[src/rtl/mhr_pkg.sv]
package mhr_pkg;
  localparam int IDX_W     = 5;
  localparam int FC_BYTE   = 1;
  localparam int DUR_BYTE  = 2;
  localparam int SEQ_BYTE  = 22;
  localparam int QOS_BYTE  = 24;

  typedef struct packed {
    logic fcHi;
    logic durLo;
    logic durHi;
    logic seqLo;
    logic seqHi;
    logic qosLo;
    logic qosHi;
  } mhrStrobe_t;

  typedef struct packed {
    logic        cryptoOn;
    logic        retryBit;
    logic [11:0] mpduSeq;
    logic [15:0] durVal;
    logic        qosPresent;
  } mhrSide_t;
endpackage

[src/rtl/mhr_ctrl.sv]
module mhr_ctrl
  import mhr_pkg::*;
(
  input  logic        clk,
  input  logic        rstN,
  input  logic        inValid,
  input  logic        inSof,
  input  logic        outReady,
  input  logic [63:0] setupWord,
  input  mhrSide_t    sideIn,
  output mhrStrobe_t  strobe,
  output logic [63:0] cfgLat,
  output mhrSide_t    sideLat,
  output logic        cfgError
);
  localparam logic [IDX_W-1:0] IDX_MAX = '1;

  logic [IDX_W-1:0] cnt;
  logic [IDX_W-1:0] curIdx;
  logic             fire;
  logic             illegal;

  assign fire   = inValid & outReady;
  assign curIdx = inSof ? '0 : cnt;

  always_comb begin
    illegal = 1'b0;
    if (!setupWord[3] && setupWord[21:20] == 2'd3) illegal = 1'b1;
    if (!setupWord[5] && setupWord[24:23] == 2'd3) illegal = 1'b1;
    if (!setupWord[6] && setupWord[26:25] == 2'd3) illegal = 1'b1;
    if (sideIn.qosPresent && !setupWord[11] && setupWord[33:32] == 2'd3) illegal = 1'b1;
  end

  always_ff @(posedge clk) begin
    if (!rstN) begin
      cnt      <= '0;
      cfgLat   <= '1;
      sideLat  <= '0;
      cfgError <= 1'b0;
    end else if (fire) begin
      if (inSof) begin
        cnt      <= IDX_W'(1);
        cfgLat   <= setupWord;
        sideLat  <= sideIn;
        cfgError <= cfgError | illegal;
      end else if (cnt != IDX_MAX) begin
        cnt <= cnt + 1'b1;
      end
    end
  end

  always_comb begin
    strobe       = '0;
    strobe.fcHi  = inValid && curIdx == IDX_W'(FC_BYTE);
    strobe.durLo = inValid && curIdx == IDX_W'(DUR_BYTE);
    strobe.durHi = inValid && curIdx == IDX_W'(DUR_BYTE + 1);
    strobe.seqLo = inValid && curIdx == IDX_W'(SEQ_BYTE);
    strobe.seqHi = inValid && curIdx == IDX_W'(SEQ_BYTE + 1);
    strobe.qosLo = inValid && sideLat.qosPresent && curIdx == IDX_W'(QOS_BYTE);
    strobe.qosHi = inValid && sideLat.qosPresent && curIdx == IDX_W'(QOS_BYTE + 1);
  end

  AST_ERR_STICKY: assert property (@(posedge clk) disable iff (!rstN)
    cfgError |=> cfgError);
  AST_ONE_FIELD: assert property (@(posedge clk) disable iff (!rstN)
    $onehot0(strobe));
  AST_IDX_HOLD: assert property (@(posedge clk) disable iff (!rstN)
    (inValid && !outReady && !inSof) |=> $stable(cnt));
  AST_SOF_NO_FIELD: assert property (@(posedge clk) disable iff (!rstN)
    inSof |-> strobe == '0);
endmodule

[src/rtl/mhr_datapath.sv]
module mhr_datapath
  import mhr_pkg::*;
(
  input  logic        clk,
  input  logic        rstN,
  input  mhrStrobe_t  strobe,
  input  logic [63:0] cfg,
  input  mhrSide_t    side,
  input  logic [7:0]  inData,
  output logic [7:0]  outData
);
  function automatic logic pickCode(input logic [1:0] code, input logic alt, input logic orig);
    case (code)
      2'd0:    return 1'b0;
      2'd1:    return 1'b1;
      2'd2:    return alt;
      default: return orig;
    endcase
  endfunction

  logic [7:0]  fcVal;
  logic [7:0]  fcOut;
  logic [15:0] seqVal;
  logic [7:0]  qosLoOut;
  logic [7:0]  qosHiOut;
  logic        unusedBits;

  assign unusedBits = ^{cfg[14], cfg[16], cfg[46:45]};

  always_comb begin
    fcVal[0] = cfg[17];
    fcVal[1] = cfg[18];
    fcVal[2] = cfg[19];
    fcVal[3] = pickCode(cfg[21:20], side.retryBit, inData[3]);
    fcVal[4] = cfg[22];
    fcVal[5] = pickCode(cfg[24:23], 1'b0, inData[5]);
    fcVal[6] = pickCode(cfg[26:25], side.cryptoOn, inData[6]);
    fcVal[7] = cfg[27];
  end

  for (genvar b = 0; b < 8; b++) begin : g_fcBit
    assign fcOut[b] = cfg[b] ? inData[b] : fcVal[b];
  end

  assign seqVal = cfg[47] ? cfg[63:48] : {side.mpduSeq, 4'h0};

  always_comb begin
    qosLoOut      = inData;
    if (!cfg[10]) qosLoOut[3:0] = cfg[31:28];
    if (!cfg[11]) qosLoOut[4]   = pickCode(cfg[33:32], 1'b0, inData[4]);
    if (!cfg[12]) qosLoOut[6:5] = cfg[35:34];
    if (!cfg[13]) qosLoOut[7]   = cfg[36];
    qosHiOut = cfg[15] ? inData : cfg[44:37];
  end

  always_comb begin
    outData = inData;
    if (strobe.fcHi)            outData = fcOut;
    if (strobe.durLo && !cfg[8]) outData = side.durVal[7:0];
    if (strobe.durHi && !cfg[8]) outData = side.durVal[15:8];
    if (strobe.seqLo && !cfg[9]) outData = seqVal[7:0];
    if (strobe.seqHi && !cfg[9]) outData = seqVal[15:8];
    if (strobe.qosLo)           outData = qosLoOut;
    if (strobe.qosHi)           outData = qosHiOut;
  end

  AST_PASS_IDLE: assert property (@(posedge clk) disable iff (!rstN)
    (strobe == '0) |-> outData == inData);
  AST_FC_PROTECTED: assert property (@(posedge clk) disable iff (!rstN)
    (strobe.fcHi && cfg[7:0] == 8'hFF) |-> outData == inData);
  AST_DUR_LOW: assert property (@(posedge clk) disable iff (!rstN)
    (strobe.durLo && !cfg[8]) |-> outData == side.durVal[7:0]);
  AST_SEQ_HIGH_PROT: assert property (@(posedge clk) disable iff (!rstN)
    (strobe.seqHi && cfg[9]) |-> outData == inData);
endmodule

[src/rtl/mac_hdr_rewriter.sv]
module mac_hdr_rewriter
  import mhr_pkg::*;
(
  input  logic        clk,
  input  logic        rstN,
  input  logic [63:0] setupWord,
  input  logic        cryptoOn,
  input  logic        retryBit,
  input  logic [11:0] mpduSeq,
  input  logic [15:0] durVal,
  input  logic        qosPresent,
  input  logic        inValid,
  output logic        inReady,
  input  logic [7:0]  inData,
  input  logic        inSof,
  output logic        outValid,
  input  logic        outReady,
  output logic [7:0]  outData,
  output logic        outSof,
  output logic        cfgError
);
  mhrStrobe_t  strobe;
  mhrSide_t    sideIn;
  mhrSide_t    sideLat;
  logic [63:0] cfgLat;

  assign sideIn   = '{cryptoOn: cryptoOn, retryBit: retryBit, mpduSeq: mpduSeq,
                      durVal: durVal, qosPresent: qosPresent};
  assign outValid = inValid;
  assign inReady  = outReady;
  assign outSof   = inSof;

  mhr_ctrl u_ctrl (
    .clk(clk), .rstN(rstN), .inValid(inValid), .inSof(inSof), .outReady(outReady),
    .setupWord(setupWord), .sideIn(sideIn), .strobe(strobe), .cfgLat(cfgLat),
    .sideLat(sideLat), .cfgError(cfgError)
  );

  mhr_datapath u_dp (
    .clk(clk), .rstN(rstN), .strobe(strobe), .cfg(cfgLat), .side(sideLat),
    .inData(inData), .outData(outData)
  );
endmodule

[config.mk]
export PLATFORM = sky130hd
export DESIGN_NAME = mac_hdr_rewriter
export DESIGN_NICKNAME = d
export VERILOG_FILES = /design/src/rtl/mhr_pkg.sv /design/src/rtl/mhr_ctrl.sv /design/src/rtl/mhr_datapath.sv /design/src/rtl/mac_hdr_rewriter.sv
export SDC_FILE = /design/constraint.sdc
export NUM_CORES = 1
export LEC_CHECK = 0
export BUFFER_PORTS_ARGS = -buffer_cell sky130_fd_sc_hd__buf_4
export CELL_PAD_IN_SITES_DETAIL_PLACEMENT = 0
export CELL_PAD_IN_SITES_GLOBAL_PLACEMENT = 1
export CORE_MARGIN = 4
export CORE_UTILIZATION = 25
export DETAILED_ROUTE_END_ITERATION = 16
export PLACE_DENSITY = 0.58
export SLEW_MARGIN = 40
export SYNTH_ARGS = -nofsm -noshare
export SYNTH_HDL_FRONTEND = slang
export SYNTH_SLANG_ARGS = --single-unit
[constraint.sdc]
create_clock -name clk -period 4.7 [get_ports clk]
set_input_delay 0.94 -clock clk [delete_from_list [all_inputs] [get_ports clk]]
set_output_delay 0.94 -clock clk [all_outputs]
set_load 0.05 [all_outputs]
Word-level counts from Yosys, hierarchy flattened
Index checks and enable logic that the tools add are counted.
Widths: inputs -> output; s select.
{"block": "classes", "addsub": 1, "n_eq_ne": 20, "mux": 32, "bitwise": 2, "reduce_logical": 32}
{"operator": "$mux 8", "count": 8}
{"operator": "$eq 5x5->1 const B", "count": 4}
{"operator": "$logic_and 1x1->1", "count": 17}
{"operator": "$eq 2x2->1 const B", "count": 8}
{"operator": "$mux 16", "count": 1}
{"operator": "$mux 5", "count": 3}
{"operator": "$mux 1", "count": 14}
{"operator": "$eq 5x2->1 const B", "count": 2}
{"operator": "$eq 2x1->1 const B", "count": 4}
{"operator": "$logic_not 2->1", "count": 4}
{"operator": "$logic_not 1->1", "count": 6}
{"operator": "$pmux 1 s3", "count": 2}
{"operator": "$add 5x1->5 const B", "count": 1}
{"operator": "$eq 5x1->1 const B", "count": 1}
{"operator": "$ne 5x5->1 const B", "count": 1}
{"operator": "$mux 4", "count": 1}
{"operator": "$pmux 1 s2", "count": 2}
{"operator": "$reduce_and 2->1", "count": 2}
{"operator": "$reduce_or 2->1", "count": 2}
{"operator": "$mux 2", "count": 1}
{"operator": "$reduce_bool 2->1", "count": 1}
{"operator": "$and 1x1->1", "count": 1}
{"operator": "$or 1x1->1", "count": 1}
{"block": "word_totals", "regBits": 101, "in_bits": 108, "out_inout_bits": 12, "word_cells": 95}

Logic depth before layout (Yosys ltp)
{"block": "logic_depth", "ltp_word": 11, "ltp_mapped": 7, "ltp_nobuf": 7}

Modules after synthesis
Synthesis repeated with hierarchy kept, for this count alone.
{"block": "unflattened", "hier_cells": 607, "hier_area_um2": 4777.1}
{"mod": "mhr_ctrl", "n_inst": 1, "cells_each": 464, "area_each_um2": 3741.1, "seq_area_each_um2": 2021.9}
{"mod": "mhr_datapath", "n_inst": 1, "cells_each": 140, "area_each_um2": 1013.5, "seq_area_each_um2": 0.0}
{"mod": "mac_hdr_rewriter", "n_inst": 1, "cells_each": 3, "area_each_um2": 22.5, "seq_area_each_um2": 0.0}

Least setup slack after synthesis
No wires, ideal clock.
{"block": "synth_timing", "path_kind": "input to output", "start": "input inSof", "end": "output outData[6]", "arrival_ps": 2953, "required_time_ps": 3760, "slack_ps": 807, "stages": 7, "n_path_buf": 2, "cell_sequence": "clkbuf_1 > or4b_1 > buf_2 > nor3_2 > mux2i_1 > o211a_1 > o221ai_1"}
{"block": "synth_between", "elab_chain_len": 10, "word_cells_on_any_way": 26, "cone_classes": "eq/ne (7); mux (8); reduce/logical (11)"}
{"item": "start: declaration", "line_no": "mac_hdr_rewriter.sv:15", "text": "input logic inSof,"}
{"item": "$mux 5 (*)", "line_no": "mhr_ctrl.sv:24", "text": "assign curIdx = inSof ? '0 : cnt;"}
{"item": "$eq 5x1->1 or $eq 5x2->1 (tied branches)", "line_no": "mhr_ctrl.sv:54, mhr_ctrl.sv:55"}
{"item": "$logic_and 1x1->1 (on tied branches)", "line_no": "mhr_ctrl.sv:54, mhr_ctrl.sv:55"}
{"item": "$mux 8 or $logic_and 1x1->1 (tied branches)", "line_no": "mhr_datapath.sv:58, mhr_datapath.sv:59"}
{"item": "$mux 8", "line_no": "mhr_datapath.sv:59", "text": "if (strobe.durLo && !cfg[8]) outData = side.durVal[7:0];"}
{"item": "$mux 8", "line_no": "mhr_datapath.sv:60", "text": "if (strobe.durHi && !cfg[8]) outData = side.durVal[15:8];"}
{"item": "$mux 8", "line_no": "mhr_datapath.sv:61", "text": "if (strobe.seqLo && !cfg[9]) outData = seqVal[7:0];"}
{"item": "$mux 8", "line_no": "mhr_datapath.sv:62", "text": "if (strobe.seqHi && !cfg[9]) outData = seqVal[15:8];"}
{"item": "$mux 8", "line_no": "mhr_datapath.sv:63", "text": "if (strobe.qosLo) outData = qosLoOut;"}
{"item": "$mux 8 (*)", "line_no": "mhr_datapath.sv:64", "text": "if (strobe.qosHi) outData = qosHiOut;"}
{"item": "end: declaration", "line_no": "mac_hdr_rewriter.sv:18", "text": "output logic [7:0] outData,"}
Every way passes the cells marked *; elsewhere a longest branch is shown, timed or not.

Worst setup path in the final report
{"block": "layout_timing", "start": "input inSof", "end": "output outData[5]"}
The elaborated chain is that of the path after synthesis.

==> metrics.md <==
| Metric | Value |
|---|---|
| Reg2Reg Depth | `8` |
| RR Endpoint | `u_ctrl.cnt[1]` |
| Pin count of the biggest net entering global routing | `97` |
| Worst setup path startpoint | `inSof` |
| Final hold vios | `0` |
| Wire per inst | `16.7 um` |
| Kind of critical path | `in -> out` |
| Synthesized cell area | `0.00469 mm2` |
| CTS tree | `yes` |
| Worst Tran Pin Value | `0.816 ns` |
| Number of synthesized flops with an enable pin | `0` |
| Num Clock Sinks | `97` |
| H-tree levels | `3` |
| Cell mode on critical path | `buf_4` |
| Placement Setup Slack | `0.703 ns` |
| Final Skew | `0.000737 ns` |
| Most common cell after layout, fill and taps aside | `nand2_1` |
| Async set or reset register ratio after synthesis | `0` |
| Max layer used | `met4` |
| # nets final | `796` |
| Tmin final | `4.00 ns` |
| Routed WL | `15,400 um` |
| Total grt overflow | `0` |
| Detail Route Antenna Nets | `0` |
| Layout Utilization | `0.332` |
| Crit share post-route | `0.852` |
| Clk buf depth | `2` |
| 1st-pass router iterations | `4` |
| Hold Crit Class | `reg -> reg` |
| Via density per instance | `4.81` |
| Slew HR | `0.455` |
| Status | `completed` |
| CP endpoint | `outData[5]` |
| Post-DP HPWL | `11,600 um` |
| Iter 0 DRT Violations | `248` |
| GP Congestion | `0.894` |
| #FFs+latches synth | `97` |
| Crit-path cells | `buf_4 -> or4b_1 -> nor4_1 -> a211oi_1 -> a221oi_1 -> o221ai_1 -> buf_4` |
| Largest incremental delay on the critical path | `0.64 ns` |
| Slew Limit Fails | `0` |
| WL met3 | `858 um` |
| Flop2flop setup slack | `2.74 ns` |
| CTS root buf | `clkbuf_16` |
| Critical Path Start Type | `input port` |
| Fmax achieved | `250 MHz` |
| Met2 Wirelength | `6580 um` |
| Post-Synthesis Cells | `601` |
| Initial Util | `0.258` |
| Clk slew on worst S/H paths | `0.06 ns` |
| Most frequent cells in the layout | `nand2_1, buf_4, dfxtp_1, nand3_1` |
| Slack of the critical path | `0.698 ns` |
| M1 WL | `7690 um` |
| # rows | `49` |
| Growth of design area from synthesis to finish | `28.7%` |
| DRC Markers | `0` |
| # hold bufs at CTS | `0` |
| Worst EP required | `3.76 ns` |
| Resized cells post-CTS | `0` |
| Leak | `2.62 nW` |
| Register area share after synthesis | `0.414` |
| Vias | `4,413` |
| Worst r2r src | `u_ctrl.cnt[0]` |
| First-pass GRT wire length | `24,500 um` |
| Netlist cell types | `58` |
| DIE HEIGHT | `145 um` |
| Hold path depth | `2` |
| Final setup fails | `0` |
| RSZ-0062 raised after global routing | `false` |
| Warnings, synthesis | `0` |
| CTS buffer count | `9` |
| Die W | `145 um` |
| Max-cap violation count | `0` |
| Worst vdd ir | `0.229 mV` |
| CP max stage cell | `or4b_1` |
| Crit end category | `output pin` |
| Tot GR Track Use | `0.145` |
| Syn Nets | `711` |
| Buffers on Ports | `115` |
| # Post-CTS Setup Buffers | `0` |
| Worst skew pair latency | `0.34 ns` |
| Initial antenna violation count | `0` |
| Synth Flop Type | `dfxtp_1` |
| Antenna cells | `0` |
| Syn_area_per_cell | `7.81 um2` |
| Worst path arrival time | `3.06 ns` |
| # IOs | `120` |
| Vias in the first global route | `4,467` |
| PD cells | `318 mW/mm2` |
| Hold Crit Start | `u_ctrl.sideLat[13]` |
| Share of cells above drive strength 1 | `0.224` |
| Setup TNS | `0 ns` |
| Worst-path fanout max | `9` |
| Core area | `0.0182 mm2` |
| Die area | `0.0210 mm2` |
==> how the worst min path moves through the flow <==
stage | end | slack (ns)
6_report | u_ctrl.sideLat[13] | 0.46
5_1_grt | u_ctrl.sideLat[1] | 0.48
4_1_cts | u_ctrl.sideLat[27] | 0.46
3_5_place_dp | u_ctrl.sideLat[22] | 0.45
2_1_floorplan | u_ctrl.cfgLat[31] | 0.43
3_3_place_gp | u_ctrl.sideLat[22] | 0.44
==> area by class of cell <==
cell class / count / area [um2]
clock inverter: 4 / 70.1
clock buffer: 10 / 229
fill: 1964 / 12200
inverter: 4 / 15.0
timing repair buffer: 121 / 932
tap: 229 / 287
sequential: 97 / 1940
multi-input combinational: 453 / 2560
==> cell families (layout without fill, tap and decap cells) <==
logic type,Yosys count,in the layout,synth area share
and+or+nand+nor,317,317,0.302
AOI/OAI and AO/OA,99,99,0.158
DFF,97,97,0.414
buffers and inverters,51,139,0.0443
muxes,33,33,0.0736
adders and majority gates,2,2,0.00533
xor gates and xnor gates,2,2,0.00373
==> routing by layer <==
layer  vias up  GRT usage
met4         0     0.0371
li1       2246          -
met1      2013      0.206
met5         -          0
met2       138      0.216
met3        16     0.0430
==> cells in the mapped netlist (2+ instances only) <==
library cell	n	area [um2]
nor4b_1	2	17.5
a31oi_1	2	12.5
buf_2	4	20.0
ha_1	2	25.0
nand3_1	61	305
a211oi_1	2	15.0
nand4_1	2	12.5
mux2i_1	21	210
o21a_1	3	22.5
a21oi_1	9	45.0
nand2b_1	5	31.3
and3_1	2	12.5
buf_4	3	22.5
nor3_2	2	20.0
mux2_2	12	135
o22ai_1	6	37.5
a21boi_1	10	75.1
a221oi_1	2	17.5
a22oi_1	3	22.5
dfxtp_1	97	1940
inv_1	4	15.0
a31o_1	2	17.5
o31ai_1	2	15.0
nor3_1	7	35.0
nor2b_1	7	43.8
a41o_1	2	20.0
nand2_1	198	743
nor3b_1	2	15.0
o22a_1	5	43.8
a22o_1	2	17.5
o211ai_1	6	45.0
a21o_1	2	15.0
a32oi_1	4	35.0
a21boi_0	21	158
nor2_1	17	63.8
nand4b_1	2	17.5
o221ai_1	4	35.0
clkbuf_1	39	146
o21ai_0	5	25.0
xor2_1	2	17.5
==> report_power, final <==
part	internal, W	leakage (nW)	switching (W)	total (W)
Clock	0.000459	0.148	0.000302	0.000760
Sequential	0.000859	0.794	0.0000271	0.000886
Combinational	0.000128	1.67	0.000145	0.000273
Total	0.00145	2.62	0.000474	0.00192
==> critical path: cells and delay by family <==
kind            cells  cell delay, ns
simple gates        2            1.04
compound gates      3            0.70
buf+inv             2            0.38
==> stage by stage <==
| stage | hold WS (ns) | std cells | total power, W | instance area, um2 |
|---|---|---|---|---|
| final | 0.457 | 918 | 0.00192 | 6040 |
| after global routing | 0.478 | 918 | 0.00201 | 6040 |
| after CTS | 0.462 | 917 | 0.00195 | 6020 |
| after detailed placement | 0.449 | 903 | 0.00118 | 5720 |
| after global placement | 0.442 | 903 | 0.00118 | 5710 |
| after floorplan | 0.433 | 601 | 0.00105 | 4690 |
==> state kept, by name, indices dropped and copies added (netlist names) <==
register         cells
u_ctrl.cnt           5
u_ctrl.cfgLat       60
u_ctrl.cfgError      1
u_ctrl.sideLat      31
Note: power is estimated with default switching activity, not from simulation.
